<file path="src/rtl/spkp_pkg.sv">
package spkp_pkg;

    typedef enum logic [0:0] {
        TMR_IDLE = 1'b0,
        TMR_RUN  = 1'b1
    } tmr_state_e;

    localparam int CTL_GATE_BIT = 0;
    localparam int CTL_EN_BIT   = 1;

    localparam int STS_GATE_BIT    = 0;
    localparam int STS_EN_BIT      = 1;
    localparam int STS_REFRESH_BIT = 4;
    localparam int STS_TONE_BIT    = 5;

endpackage

</file>
<file path="src/rtl/spkp_decode.sv">
module spkp_decode #(
    parameter int              ADDR_W    = 16,
    parameter logic [ADDR_W-1:0] PORT_ADDR = 16'h0061
) (
    input  logic [ADDR_W-1:0] bus_addr,
    input  logic              bus_wr,
    input  logic              bus_rd,
    output logic              wr_hit,
    output logic              rd_hit
);

    logic addr_match;

    always_comb begin
        addr_match = (bus_addr == PORT_ADDR);
        wr_hit     = bus_wr && addr_match;
        rd_hit     = bus_rd && addr_match;
    end

endmodule

</file>
<file path="src/rtl/spkp_ctrl.sv">
module spkp_ctrl
    import spkp_pkg::*;
(
    input  logic       clk,
    input  logic       rst_n,
    input  logic       wr_hit,
    input  logic       rd_hit,
    input  logic [1:0] ctl_bits,
    input  logic       tone_lvl,
    output logic       gate_q,
    output logic       en_q,
    output logic       refresh_q,
    output logic [7:0] rdata_q
);

    logic [7:0] sts_byte;
    logic       refresh_nxt;

    always_comb begin
        refresh_nxt                = ~refresh_q;
        sts_byte                   = 8'h00;
        sts_byte[STS_GATE_BIT]     = gate_q;
        sts_byte[STS_EN_BIT]       = en_q;
        sts_byte[STS_REFRESH_BIT]  = refresh_nxt;
        sts_byte[STS_TONE_BIT]     = tone_lvl;
    end

    always_ff @(posedge clk) begin
        if (!rst_n) begin
            gate_q <= 1'b0;
            en_q   <= 1'b0;
        end else if (wr_hit) begin
            gate_q <= ctl_bits[CTL_GATE_BIT];
            en_q   <= ctl_bits[CTL_EN_BIT];
        end
    end

    always_ff @(posedge clk) begin
        if (!rst_n) begin
            refresh_q <= 1'b0;
            rdata_q   <= 8'h00;
        end else if (rd_hit) begin
            refresh_q <= refresh_nxt;
            rdata_q   <= sts_byte;
        end
    end

endmodule

</file>
<file path="src/rtl/spkp_tone_timer.sv">
module spkp_tone_timer
    import spkp_pkg::*;
#(
    parameter int CNT_W = 8
) (
    input  logic             clk,
    input  logic             rst_n,
    input  logic             gate,
    input  logic [CNT_W-1:0] reload,
    output logic             tone_lvl
);

    localparam logic [CNT_W-1:0] CNT_LAST = CNT_W'(1);

    tmr_state_e       state_q;
    tmr_state_e       state_nxt;
    logic [CNT_W-1:0] cnt_q;
    logic             at_last;

    assign at_last = (cnt_q == CNT_LAST);

    // next-state selection
    always_comb begin
        state_nxt = state_q;
        unique case (state_q)
            TMR_IDLE: if (gate)  state_nxt = TMR_RUN;   // arm
            TMR_RUN:  if (!gate) state_nxt = TMR_IDLE;  // disarm
        endcase
    end

    // state register
    always_ff @(posedge clk) begin
        if (!rst_n) state_q <= TMR_IDLE;
        else        state_q <= state_nxt;
    end

    // outputs: level and counter
    always_ff @(posedge clk) begin
        if (!rst_n) begin
            cnt_q    <= '0;
            tone_lvl <= 1'b1;
        end else begin
            unique case (state_q)
                TMR_IDLE: begin
                    tone_lvl <= 1'b1;
                    if (gate) cnt_q <= reload;
                end
                TMR_RUN: begin
                    if (!gate) begin
                        tone_lvl <= 1'b1;
                    end else if (at_last) begin
                        tone_lvl <= ~tone_lvl;      // flip
                        cnt_q    <= reload;
                    end else begin
                        cnt_q    <= cnt_q - CNT_LAST;
                    end
                end
            endcase
        end
    end

endmodule

</file>
<file path="src/rtl/spkp_port.sv">
module spkp_port #(
    parameter int                ADDR_W    = 16,
    parameter logic [ADDR_W-1:0] PORT_ADDR = 16'h0061,
    parameter int                CNT_W     = 8
) (
    input  logic              clk,
    input  logic              rst_n,
    input  logic [ADDR_W-1:0] bus_addr,
    input  logic              bus_wr,
    input  logic              bus_rd,
    input  logic [7:0]        bus_wdata,
    output logic [7:0]        bus_rdata,
    input  logic [CNT_W-1:0]  tone_reload,
    output logic              spk_out
);

    logic wr_hit;
    logic rd_hit;
    logic gate;
    logic data_en;
    logic refresh;
    logic tone_lvl;

    spkp_decode #(
        .ADDR_W    (ADDR_W),
        .PORT_ADDR (PORT_ADDR)
    ) u_decode (
        .bus_addr (bus_addr),
        .bus_wr   (bus_wr),
        .bus_rd   (bus_rd),
        .wr_hit   (wr_hit),
        .rd_hit   (rd_hit)
    );

    spkp_ctrl u_ctrl (
        .clk       (clk),
        .rst_n     (rst_n),
        .wr_hit    (wr_hit),
        .rd_hit    (rd_hit),
        .ctl_bits  (bus_wdata[1:0]),
        .tone_lvl  (tone_lvl),
        .gate_q    (gate),
        .en_q      (data_en),
        .refresh_q (refresh),
        .rdata_q   (bus_rdata)
    );

    spkp_tone_timer #(
        .CNT_W (CNT_W)
    ) u_timer (
        .clk      (clk),
        .rst_n    (rst_n),
        .gate     (gate),
        .reload   (tone_reload),
        .tone_lvl (tone_lvl)
    );

    assign spk_out = data_en & tone_lvl;

endmodule

</file>
<file path="config.mk">
export PLATFORM = sky130hd
export DESIGN_NAME = spkp_port
export DESIGN_NICKNAME = d
export VERILOG_FILES = /design/src/rtl/spkp_pkg.sv /design/src/rtl/spkp_decode.sv /design/src/rtl/spkp_ctrl.sv /design/src/rtl/spkp_tone_timer.sv /design/src/rtl/spkp_port.sv
export SDC_FILE = /design/constraint.sdc
export NUM_CORES = 1
export LEC_CHECK = 0
export BUFFER_PORTS_ARGS = -buffer_cell sky130_fd_sc_hd__buf_2
export CAP_MARGIN = 20
export CORE_MARGIN = 5
export CORE_UTILIZATION = 45
export CTS_CLUSTER_DIAMETER = 50
export DETAILED_ROUTE_END_ITERATION = 12
export HOLD_SLACK_MARGIN = 0.12
export PLACE_DENSITY = 0.79
export SKIP_LAST_GASP = 1
export SLEW_MARGIN = 20
export SYNTH_ARGS = -nofsm -noshare
export SYNTH_HDL_FRONTEND = slang
export SYNTH_SLANG_ARGS = --single-unit
</file>
<file path="constraint.sdc">
create_clock -name clk -period 2.35 [get_ports clk]
set_input_delay 0.47 -clock clk [delete_from_list [all_inputs] [get_ports clk]]
set_output_delay 0.47 -clock clk [all_outputs]
set_load 0.005 [all_outputs]
</file>
==> impl_results.md <==
* Share of cells above drive strength 1 at 0.288
* Max_cap viols at 0
* Slew Viols, Final at 0
* Antenna violations before repair at 0
* Final hold vios at 0
* Synth cell types at 40
* Die extent in y at ~56 um
* Setup ws final at between 0.4 and 0.5 ns
* Fin Setup TNS at 0 ns
* Worst-Skew Late Latency at 0.30 ns
* Avg WL per Cell at ~13 um
* IO buf count at 34
* Max VDD drop at between 0.0002 and 0.0003 V
* Leakage power at about 0.00048 uW
* Syn_area_per_cell at between 8 and 9 um^2
* Arrival time worst endpoint at 2.10 ns
* Register area at around 320 um^2
* Fillers at 184
* WP data required at ~2.6 ns
* Layout area overhead at 21.5%
* Relative slew slack at 0.669
* CTS tree: built
* Hold Path Class: primary input to flop
* Most common cell after layout, fill and taps aside: buf_2
* Ys async rst share at 0
* Root Driver: clkbuf_4
* Setup bufs post-CTS at 0
* Starting Density at 0.472
* Vias at between 900 and 1,000
* Tot GR Track Use at 0.156
* Primary FF master, synth: dfxtp_1
* Htree depth at 1
* Pre-antenna DRT Iters at 4
* Clock slew seen by the registers of the worst setup and hold paths at 0.10 ns
* DRC at 0
* Final nets at between 150 and 200
* Post-synthesis cell area at 936 um^2
* Sequential-to-total area share from yosys stat at 0.342
* Antenna viol nets, final at 0
* Pwr per Cell Area at 438 nW/um^2
* Commonest cells after routing, fill and taps aside: buf_2, dfxtp_1, o21ai_0, inv_1, nand2_1
* Area taken by multi-input logic gates at ~540 um^2
* Hold Buf Count CTS at 0
* Clk sinks at 16
* Post-CTS Resized at 0
* Pre-CTS WS at about 0.17 ns
* Warnings, synthesis at 0
* Kind of critical path: primary input to flop
* Top Ports at 45
* Vias in the first global route at slightly above 900
* Endpoints failing setup at 0
* Die area at ~3100 um^2
* Crit. End Element: flop
* Maximum fanout along the worst path at 3
* Overall Power at between 400 and 500 uW
* Via/cell ratio at 5.50
* Final min period at roughly 1.9 ns
* Core region area at roughly 2000 um^2
* Iter 0 DRT Violations at 19
* ANT cells at 0
* First-pass GRT wire length at around 3800 um
* Routability cong. at 0.792
* Num rows at 16
* Largest net degree at the start of global routing at 19
* Final wirelength at ~2200 um
* Die width at between 50 and 60 um
* FMAX at ~540 MHz
* Cells after Synth at ~110
* Final Cycle Share at 0.792
* Final Skew at 0.00425 ns
* Least-Margin Pin Slew at a little under 0.5 ns
* #FFs+latches synth at 16
* RSZ-0062 raised after global routing: false
* Cts bufs inserted at 3
* CTS max path bufs at 2
* Post-synth EDFFs at 0
* Crit path launch type: primary input
* Dpl hpwl at 1730 um
* Outcome: finished clean
* Total global routing overflow at 0
[Yosys cell counts (all sizes together) (2+ instances only)]
library cell	count	area share
a21oi	5	0.027
o211ai	2	0.016
nor2b	2	0.013
nand4	2	0.013
nor2	5	0.020
and2	4	0.027
nor4	3	0.020
nand2	8	0.032
buf	6	0.045
ha	2	0.027
inv	8	0.032
dfxtp	16	0.34
mux2i	5	0.053
clkbuf	4	0.016
nand3	5	0.027
nor3	4	0.021
o21ai	10	0.053
or4	4	0.040
[worst paths after layout]
| check | from | endpoint | slack [ns] | depth (start not counted) |
|---|---|---|---|---|
| worst min register to register | u_timer.state_q | u_timer.tone_lvl | 0.46 | 1 |
| worst min-delay path | tone_reload[7] | u_timer.cnt_q[7] | 0.41 | 2 |
| worst max register to register | u_timer.cnt_q[1] | u_timer.cnt_q[5] | 0.51 | 6 |
| worst max-delay path | bus_addr[10] | u_ctrl.rdata_q[4] | 0.49 | 5 |
[registers in the layout (all words and copies together), names as in the netlist]
signal and cells:
u_timer.cnt_q 8, u_ctrl.rdata_q 4, u_timer.tone_lvl 1, u_timer.state_q 1, u_ctrl.gate_q 1, u_ctrl.en_q 1
[area by class of cell]
| type | count | share of cell area |
|---|---|---|
| Multi-Input combinational cell | 83 | 0.474 |
| Sequential cell | 16 | 0.282 |
| Timing Repair Buffer | 35 | 0.156 |
| Clock buffer | 4 | 0.0319 |
| Tap cell | 27 | 0.0297 |
| Inverter | 8 | 0.0264 |
[critical path, stage by stage]
cell and delay (ns):
buf_2 0.09, or4_4 0.53, or4_4 0.55, or3_1 0.32, a21oi_1 0.13
[cell families after synthesis]
kind of cell | Yosys count | synth area share
AO/OA/AOI/OAI | 27 | 0.189
multiplexers | 6 | 0.0655
flip-flops | 16 | 0.342
adder cells (fa/ha/maj) | 2 | 0.0267
other | 1 | 0.00401
XOR/XNOR | 1 | 0.00936
buffers and inverters | 18 | 0.0936
AND/OR/NAND/NOR | 43 | 0.270
[report_power, final]
group,total (uW),internal (uW),switching [uW]
logic,37.2,20.6,16.6
clock network,191,94.6,95.9
registers,271,271,0.00196
total,499,386,113
[stage by stage]
stage	util	instances	area (um^2)	hold WS [ns]
2_1_floorplan	-	117	947	0.400
3_3_place_gp	0.556	169	1100	0.434
3_5_place_dp	0.556	169	1100	0.443
4_1_cts	0.574	173	1140	0.406
5_1_grt	0.574	173	1140	0.401
6_report	0.574	173	1140	0.413
[metal layers]
metal	vias up	GRT usage	part of all wire
li1	473	-	-
met1	431	0.170	0.41
met2	42	0.257	0.47
met3	5	0.0673	0.094
met4	0	0.0729	0.022
met5	-	0	0
Note: power is estimated with default switching activity, not from simulation.
